`config.mk`:
```
export PLATFORM = sky130hd
export DESIGN_NAME = ioc_cfg_path
export DESIGN_NICKNAME = d
export VERILOG_FILES = /design/src/rtl/ioc_cfg_pkg.sv /design/src/rtl/ioc_shreg.sv /design/src/rtl/ioc_cfg_store.sv /design/src/rtl/ioc_cfg_path.sv
export SDC_FILE = /design/constraint.sdc
export NUM_CORES = 1
export LEC_CHECK = 0
export BUFFER_PORTS_ARGS = -buffer_cell sky130_fd_sc_hd__buf_2
export CORE_MARGIN = 2
export CORE_UTILIZATION = 35
export CTS_BUF_LIST = sky130_fd_sc_hd__clkbuf_4 sky130_fd_sc_hd__clkbuf_8
export DETAILED_ROUTE_END_ITERATION = 8
export PLACE_DENSITY = 0.62
export REMOVE_ABC_BUFFERS = 1
export SLEW_MARGIN = 20
export SYNTH_ARGS = -nofsm -noshare
export SYNTH_HDL_FRONTEND = slang
export SYNTH_SLANG_ARGS = --single-unit
```
`constraint.sdc`:
```
create_clock -name clk -period 2.9 [get_ports clk]
set_input_delay 0.145 -clock clk [delete_from_list [all_inputs] [get_ports clk]]
set_output_delay 0.145 -clock clk [all_outputs]
set_load 0.02 [all_outputs]
```
`src/rtl/ioc_cfg_pkg.sv`:
```
package ioc_cfg_pkg;

  typedef enum logic [1:0] {
    OP_IDLE       = 2'b00,
    OP_STAGE      = 2'b01,
    OP_MIRROR_OUT = 2'b10,
    OP_ACCESS     = 2'b11
  } ioc_op_e;

  localparam logic [1:0] CTL_READ  = 2'b00;
  localparam logic [1:0] CTL_WRITE = 2'b01;

  // Port address validity: only slots below the port count exist.
  function automatic logic addr_in_range(input logic [31:0] a, input int unsigned n);
    return a < n;
  endfunction

endpackage

```
`src/rtl/ioc_shreg.sv`:
```
module ioc_shreg #(
  parameter int W = 20
) (
  input  logic         clk,
  input  logic         rst_n,
  input  logic         shift_en,
  input  logic         sin,
  input  logic         load_en,
  input  logic [W-1:0] load_val,
  output logic [W-1:0] q
);
  // Shift wins over a parallel load; the controller never issues both at once.
  always_ff @(posedge clk or negedge rst_n) begin
    if (!rst_n)        q <= '0;
    else if (shift_en) q <= {sin, q[W-1:1]};
    else if (load_en)  q <= load_val;
  end
endmodule

```
`src/rtl/ioc_cfg_store.sv`:
```
module ioc_cfg_store #(
  parameter int W     = 20,
  parameter int N     = 8,
  parameter int IDX_W = 3
) (
  input  logic             clk,
  input  logic             rst_n,
  input  logic             wr_en,
  input  logic [IDX_W-1:0] idx,
  input  logic [W-1:0]     wdata,
  output logic [W-1:0]     rd_word
);
  logic [N-1:0][W-1:0] slot_q;

  for (genvar g = 0; g < N; g++) begin : g_slot
    always_ff @(posedge clk or negedge rst_n) begin
      if (!rst_n)                                   slot_q[g] <= '0;
      else if (wr_en && (idx == IDX_W'(g)))         slot_q[g] <= wdata;
    end
  end

  assign rd_word = slot_q[idx];
endmodule

```
`src/rtl/ioc_cfg_path.sv`:
```
module ioc_cfg_path #(
  parameter int CFG_W  = 20,
  parameter int PORTS  = 8,
  parameter int ADDR_W = 10
) (
  input  logic              clk,
  input  logic              rst_n,
  input  logic [1:0]        op,
  input  logic [1:0]        ctl,
  input  logic [ADDR_W-1:0] addr,
  input  logic              shift_dr,
  input  logic              update_dr,
  input  logic              tdi,
  output logic              tdo
);
  import ioc_cfg_pkg::*;

  localparam int IDX_W = (PORTS > 1) ? $clog2(PORTS) : 1;

  ioc_op_e           op_e;
  logic              sel_stage, sel_mirror, sel_access, addr_ok;
  logic              stage_shift_ev, mirror_shift_ev, mirror_xfer_ev, rd_ev, wr_ev;
  logic [CFG_W-1:0]  data_q, copy_q, rd_word, copy_load_val;
  logic [IDX_W-1:0]  idx;

  assign op_e       = ioc_op_e'(op);
  assign sel_stage  = (op_e == OP_STAGE);
  assign sel_mirror = (op_e == OP_MIRROR_OUT);
  assign sel_access = (op_e == OP_ACCESS);
  assign addr_ok    = addr_in_range(32'(addr), PORTS);
  assign idx        = addr[IDX_W-1:0];

  // Named internal events
  assign stage_shift_ev  = shift_dr && sel_stage;
  assign mirror_shift_ev = shift_dr && sel_mirror;
  assign mirror_xfer_ev  = update_dr && sel_stage;
  assign rd_ev           = update_dr && sel_access && addr_ok && (ctl == CTL_READ);
  assign wr_ev           = update_dr && sel_access && addr_ok && (ctl == CTL_WRITE);

  assign copy_load_val = rd_ev ? rd_word : data_q;

  ioc_shreg #(.W(CFG_W)) u_stage (
    .clk(clk), .rst_n(rst_n), .shift_en(stage_shift_ev), .sin(tdi),
    .load_en(1'b0), .load_val('0), .q(data_q)
  );

  ioc_shreg #(.W(CFG_W)) u_mirror (
    .clk(clk), .rst_n(rst_n), .shift_en(mirror_shift_ev), .sin(tdi),
    .load_en(mirror_xfer_ev || rd_ev), .load_val(copy_load_val), .q(copy_q)
  );

  ioc_cfg_store #(.W(CFG_W), .N(PORTS), .IDX_W(IDX_W)) u_store (
    .clk(clk), .rst_n(rst_n), .wr_en(wr_ev), .idx(idx),
    .wdata(data_q), .rd_word(rd_word)
  );

  assign tdo = sel_stage  ? data_q[0] :
               sel_mirror ? copy_q[0] : 1'b0;
endmodule

```
Yosys cells after proc, flatten, opt, wreduce, memory -nomap -nowiden
Cells that the tools add are included.
W data, S select, Z words.

word-level totals
  flip-flop bits (word level) = 200
  bits of input ports = 19
  output and inout port bits = 1
  logic and storage cells = 49

operators by class
  order comparisons = 2
  eq/ne operators = 11
  multiplexer cells = 7
  reductions and logical operators = 19

operators with widths
  operator               number
  $mux W20               4
  $bmux W20 S3           1
  $logic_and A1 B1 Y1    15
  $eq A3 B3 Y1 const B   4
  $lt A10 B4 Y1 const B  1
  $eq A3 B2 Y1 const B   2
  $eq A2 B1 Y1 const B   2
  $eq A2 B2 Y1 const B   2
  $lt A3 B4 Y1 const B   1
  $eq A3 B1 Y1 const B   1
  $logic_not A3 Y1       1
  $logic_not A2 Y1       1
  $mux W1                2
  $reduce_bool A2 Y1     1
  $logic_or A1 B1 Y1     1

Longest topological paths before layout
Gate-level depths: netlist (run 1).

  word-level depth = 7
  gate-level depth with buffers = 7
  gate-level depth less buffers = 4

Hierarchy
From an unflattened synthesis (run 1), not the netlist that was laid out.

second synthesis, totals
  cell total of the unflattened synthesis = 705
  area total of the unflattened synthesis = 9579.2 µm²

modules (own cells, without submodules)
  module         instances  cells an instance  area each (µm²)  sequential area each (µm²)
  ioc_cfg_store  1          496                7304.5           4003.8
  ioc_shreg      2          86                 919.6            500.5
  ioc_cfg_path   1          37                 435.4            0.0

Least setup slack after synthesis (run 1)
OpenSTA, ideal clock, no wires.

  kind = input port to flip-flop
  start = input addr[0]
  end = register u_mirror.q[13]
  setup time = 130 ps
  arrival time = 1233 ps
  data required time = 2770 ps
  path slack = 1537 ps
  stages = 5
  buffers on the path = 2
  path through = buf_4 buf_4 mux4_2 mux2i_1 a211oi_2

between the ends
  word-level cells in the longest chain between the ends = 6
  elaborated cells on any way between the ends = 10

RTL lines
  element                            line                text
  start: declaration                 ioc_cfg_path.sv:10  input logic [ADDR_W-1:0] addr,
  $lt A10 B4 Y1                      ioc_cfg_pkg.sv:15   return a < n;
  $logic_and A1 B1 Y1 (2 in series)  ioc_cfg_path.sv:37  assign rd_ev = update_dr && sel_access && addr_ok && (ctl == CTL_READ);
  $mux W20                           ioc_cfg_path.sv:40  assign copy_load_val = rd_ev ? rd_word : data_q;
  $mux W20                           ioc_shreg.sv:16     else if (load_en) q <= load_val;
  $mux W20                           ioc_shreg.sv:15     else if (shift_en) q <= {sin, q[W-1:1]};
  end signal: assignment             ioc_shreg.sv:15
  end signal: assignment             ioc_shreg.sv:16
  end: declaration                   ioc_shreg.sv:10     output logic [W-1:0] q

Parallel ways exist; a longest one is shown, timed or not. The select of a mux whose other input is x is not followed.
A chain may end at the register's enable or synchronous reset.

Final worst setup path (run 1)
  start = register u_stage.q[0]
  end = output tdo

between the ends
  word-level cells in the longest chain between the ends = 1

RTL lines
  element                   line                text
  start: declaration        ioc_shreg.sv:10
  start signal: assignment  ioc_shreg.sv:15
  start signal: assignment  ioc_shreg.sv:16
  $mux W1                   ioc_cfg_path.sv:57  assign tdo = sel_stage ? data_q[0] :
  end: declaration          ioc_cfg_path.sv:14  output logic tdo

Every way passes these cells.

==> results_dict.tcl, run 1 <==
set metrics [dict create \
    worstMarginPinSlew_ps 714 \
    final_area_um2 9950 \
    synth_cell_types 26 \
    grt_max_degree 84 \
    nets 607 \
    final_antenna_net_count 0 \
    min_path_type "in -> async" \
    finalClockSkew_ps 11.6 \
    status "finished clean" \
    yosys_warnings 0 \
    post-route-min-period_ps 1560 \
    relSlewSlack 0.524 \
    max_clock_freq_mhz 642 \
    cts-resized-gates 0 \
    port_buffers 19 \
    drc 0 \
    grt_pass1_vias 5513 \
    crit_required_ps 2760 \
    drv_cap 0 \
    numCtsBuffers 17 \
    syn_to_final_growth_pct 9.62 \
    ys_top_cells_by_count "dfrtp_1, mux2_2, mux4_2" \
    synth-seq-cells 200 \
    h-tree-depth 4 \
    cp_cell_sequence "nand2_1 -> o21ai_0 -> buf_2" \
    synthFlopType "dfrtp_1" \
    firstDrtPassIters 4 \
    dieArea_um2 27200 \
    yosysMostFrequentCell "dfrtp_1" \
    clock-sinks 200 \
    ys_top_cells_by_area "dfrtp_1, mux2_2, mux4_2" \
    fin_cells 930 \
    layout-drive-gt1-share 0.490 \
    ctsRootBufferMaster "clkbuf_8" \
    syn_inst 591 \
    critPathKind "reg -> out" \
    fin_tns_setup_ps 0 \
    gr-total-overflow 0 \
    placed_area_um2 9460 \
    fp-row-count 58 \
    start_kind "flop" \
    dr.first_iter.drc_count 199 \
    worstPathMaxFanout 11 \
    vias 5072 \
    io-pin-count 20 \
    grt_pass1_wl_um 31700 \
    setup_viol 0 \
    antenna_found_initial 2 \
    arrival_ps 1410 \
    coreArea_um2 25300 \
    finalHoldViolCount 0 \
    yosysSeqAreaShare 0.551 \
    fill_cells 2309 \
    worstSkewPairLatency_ps 470 \
    syn-cell-area_um2 9070 \
    path_clk_slew_ps 100 \
    fp.dieW_um 165 \
    synth_largest_area_cell "dfrtp_1" \
    finalPower_mw 5.51 \
    via_per_inst 5.45 \
    detailed_place_hpwl_um 11200 \
    post_drt_wl_per_cell_um 21.2 \
    n_antenna_cell 0 \
    drv_slew 0 \
    endpoint_kind "output port" \
    synth-async-reset-ratio 1.00 \
    power_density_nw_per_um2 554 \
    finalCritPeriodShare 0.537 \
    start_util 0.358 \
    grt_usage 0.156 \
    cp_slowest_stage_delay_ps 540 \
    leakagePower_nw 4.72 \
    dp_cells 897 \
    syn_area_per_cell_um2 15.4 \
    cp_slowest_cell "dfrtp_1" \
    rsz0062_at_grt "no" \
    die_h_um 165 \
    synth_top_area_share 0.551 \
    utilization 0.393 \
    cts_tree "built" \
    drt_wl_total_um 19700 \
    ir_drop_v 0.000292 \
    cts_max_path_buffers 2 \
    place.gp.congestion 0.713 \
    synth_edf_count 0 \
]
-- area by class of cell --
type	instances	area [µm²]	area share
Sequential cell	200	5000	0.503
Clock buffer	20	269	0.0270
Clock inverter	11	195	0.0196
Timing Repair Buffer	41	299	0.0301
Tap cell	330	413	0.0415
Multi-Input combinational cell	328	3770	0.379
-- sequential cells by signal, indices dropped and copies added, names as in the netlist --
signal and cells:
u_store.slot_q 160, u_mirror.q 20, u_stage.q 20
-- cells by family (layout without fill, tap and decap cells) --
logic type,count (synthesis),count (layout),synth area share
flops,200,200,0.551
buf+inv,63,72,0.0334
simple gates,47,47,0.0390
mux,240,240,0.345
compound gates,41,41,0.0314
-- layer usage --
layer,part of all wire,global-route usage
met1,0.46,0.214
met2,0.46,0.241
met3,0.055,0.0402
met4,0.022,0.0490
met5,0.0015,0
-- power by group --
part           switching, mW  total (mW)  leakage (nW)  internal [mW]
Combinational          0.191       0.364          1.77          0.173
Sequential             0.200        3.11          2.73           2.91
Clock                  0.957        2.04         0.225           1.08
-- through the flow --
step                      setup slack (ps)  hold slack (ps)
final                                 1340              257
after global routing                  1210              287
after CTS                             1310              244
after detailed placement               977              225
after global placement                1020              214
after floorplan                        544             -151
-- critical path: cells and delay by family, from the launching register on --
| family | cells | cell delay (ps) |
|---|---|---|
| AOI/OAI and AO/OA | 1 | 130 |
| buffers and inverters | 1 | 190 |
| and+or+nand+nor | 1 | 80 |
| DFF | 1 | 540 |
-- cells in the final DEF (no fill, tap or decap), drive strengths merged --
cell type / netlist / routed
buf: 29 / 38
nor4: 1 / 1
mux2: 180 / 180
nand2: 3 / 3
clkinv: 0 / 2
and3b: 1 / 1
a211oi: 20 / 20
o21ai: 1 / 1
nor4b: 1 / 1
nand4: 8 / 8
nor3b: 22 / 22
nor2: 2 / 2
mux4: 40 / 40
and4bb: 1 / 1
and3: 1 / 1
inv: 0 / 1
dfrtp: 200 / 200
bufinv: 0 / 5
o22ai: 20 / 20
and4b: 1 / 1
nor4bb: 1 / 1
nand3b: 4 / 4
clkinvlp: 0 / 3
and2: 1 / 1
clkbuf: 34 / 21
dlygate4sd3: 0 / 2
mux2i: 20 / 20
-- path summary, 6_finish.rpt --
check	start	endpoint	cells past startpoint	slack, ps
max reg2reg	u_store.slot_q[73]$_DFFE_PN0P_	u_mirror.q[13]$_DFFE_PN0P_	3	1580
min	rst_n	u_store.slot_q[143]$_DFFE_PN0P_	2	260
min in group clk	addr[3]	u_store.slot_q[85]$_DFFE_PN0P_	4	270
max	u_stage.q[0]$_DFFE_PN0P_	tdo	3	1340
max in group asynchronous	rst_n	u_store.slot_q[93]$_DFFE_PN0P_	3	1710
min reg2reg	u_store.slot_q[47]$_DFFE_PN0P_	u_store.slot_q[47]$_DFFE_PN0P_	1	510
-- what timing repair did --
action                    CTS  global route
hold buffers                2             0
buffers inserted            0             0
hold endpoints to repair   81             0
(Power assumes the default switching activity.)
==> inputs of run 2 (changes only) <==
Clock period 2.9 ns to 1.45 ns, I/O delays scaled along.
==> results_dict.tcl, run 2 (synthesis results as in run 1) <==
set metrics [dict create \
    status "finished clean" \
    max_clock_freq_mhz 764 \
    cts_tree "built" \
    drc 0 \
    endpoint_kind "flop" \
    vias 5214 \
    start_kind "flop" \
    drt_wl_total_um 20000 \
    fill_cells 2299 \
    seqPwrFrac 0.584 \
    setup_viol 0 \
    path_clk_slew_ps 100 \
    post_drt_wl_per_cell_um 20.8 \
    ir_drop_v 0.000562 \
    arrival_ps 1650 \
    antenna_found_initial 1 \
    dr.first_iter.drc_count 272 \
    final_common_cell "dfrtp_1" \
    rsz0062_at_grt "no" \
    dpl_worst_slack_ps -134 \
    crit_required_ps 1790 \
    firstDrtPassIters 4 \
    p_sw_frac 0.255 \
    grt_max_degree 53 \
    path_delay_family "multiplexers" \
    power_density_nw_per_um2 1040 \
    top_register "u_store.slot_q" \
    pwr-share-clk 0.341 \
    critPathKind "reg -> reg" \
    cp_slowest_stage_delay_ps 470 \
    finalClockSkew_ps 15.4 \
    leakagePower_nw 4.92 \
    via_per_inst 5.42 \
    fp.dieW_um 165 \
    relSlewSlack 0.687 \
    fp-row-count 58 \
    start_util 0.358 \
    worstSkewPairLatency_ps 470 \
    gr-total-overflow 0 \
    ctsRootBufferMaster "clkbuf_8" \
    cp_slowest_cell "mux4_2" \
    n_antenna_cell 0 \
    power.share.combinational 0.076 \
    grt_pass1_vias 5701 \
    setup_ws_ps 141 \
    mostFrequentLayoutCells "dfrtp_1, mux2_2, mux4_2" \
    top_regs "u_store.slot_q (160), u_mirror.q (20), u_stage.q (20)" \
    die_h_um 165 \
    grt_pass1_wl_um 32200 \
    finalHoldViolCount 0 \
    path_buf_inv 0 \
    register_area_um2 5010 \
    largest_reg_flops 160 \
    worstMarginPinSlew_ps 470 \
    nets 638 \
    h-tree-depth 4 \
    dieArea_um2 27200 \
    worstPathMaxFanout 2 \
    detailed_place_hpwl_um 12600 \
    grt_usage 0.158 \
    place.gp.congestion 0.729 \
    io-pin-count 20 \
    drv_slew 0 \
    drv_cap 0 \
    syn_to_final_growth_pct 13.3 \
    layout-drive-gt1-share 0.517 \
    clock-sinks 200 \
    fin_hold_ws_ps 137 \
    finalCritPeriodShare 0.903 \
    multi_input_area_um2 3770 \
    cp_cell_sequence "mux4_2 -> mux2i_1 -> a211oi_1" \
    switchingPower_mw 2.72 \
    port_buffers 19 \
    final_antenna_net_count 0 \
    post-route-min-period_ps 1310 \
    fin_tns_setup_ps 0 \
    coreArea_um2 25300 \
    min_path_type "in -> async" \
    numCtsBuffers 17 \
    cts_max_path_buffers 2 \
    internal_power_mw 7.93 \
]
run 2: cell count changes in the layout (fill, tap and decap cells not counted), sizes merged:
cell	previous run	this run
buf	38	69
clkinv	2	6
bufinv	5	2
clkbuf	21	23
clkinvlp	3	2
inv	1	0
run 2: final timing paths:
path / startpoint / endpoint / slack, ps / cells past startpoint
worst max-delay path: u_store.slot_q[152]$_DFFE_PN0P_ / u_mirror.q[12]$_DFFE_PN0P_ / 140 / 3
worst min-delay path: rst_n / u_store.slot_q[105]$_DFFE_PN0P_ / 140 / 2
worst max register to register: u_store.slot_q[152]$_DFFE_PN0P_ / u_mirror.q[12]$_DFFE_PN0P_ / 140 / 3
worst min register to register: u_store.slot_q[65]$_DFFE_PN0P_ / u_store.slot_q[65]$_DFFE_PN0P_ / 510 / 1
max in group asynchronous: rst_n / u_store.slot_q[68]$_DFFE_PN0P_ / 660 / 3
min in group clk: addr[2] / u_mirror.q[0]$_DFFE_PN0P_ / 250 / 4
run 2: power by group through the flow:
stage	logic [mW]	clock network [mW]	registers, mW
CTS	0.818	3.74	6.22
floorplan	0.404	0	6.17
finish	0.805	3.63	6.21
detailed placement	0.811	0	6.33
global route	0.887	3.99	6.28
global placement	0.777	0	6.30
run 2: what timing repair did:
| action | in CTS | in global routing |
|---|---|---|
| resized for setup | 1 | 0 |
| hold buffers | 2 | 0 |
| hold endpoints to repair | 180 | 0 |
| setup endpoints to repair | 1 | 0 |
| buffers inserted | 1 | 0 |
run 2: final cells by class:
class                   instances  share of cell area
well taps                     330              0.0402
multi-input cells             328               0.367
repair buffers                 72              0.0663
clock inverters                10              0.0117
flip-flops and latches        200               0.487
clock buffers                  22              0.0282
run 2: layer usage:
metal	track usage	vias up	share of wire
met5	0	-	0
li1	-	2265	-
met3	0.0314	32	0.036
met2	0.252	79	0.47
met1	0.218	2838	0.47
met4	0.0490	0	0.020
run 2: stage by stage:
step / cells / area [µm²] / power [mW] / utilization
after floorplan: 528 / 8770 / 6.57 / -
after global placement: 927 / 9840 / 7.08 / 0.388
after detailed placement: 927 / 9840 / 7.14 / 0.388
after CTS: 962 / 10300 / 10.8 / 0.406
after global routing: 962 / 10300 / 11.2 / 0.406
final: 962 / 10300 / 10.6 / 0.406
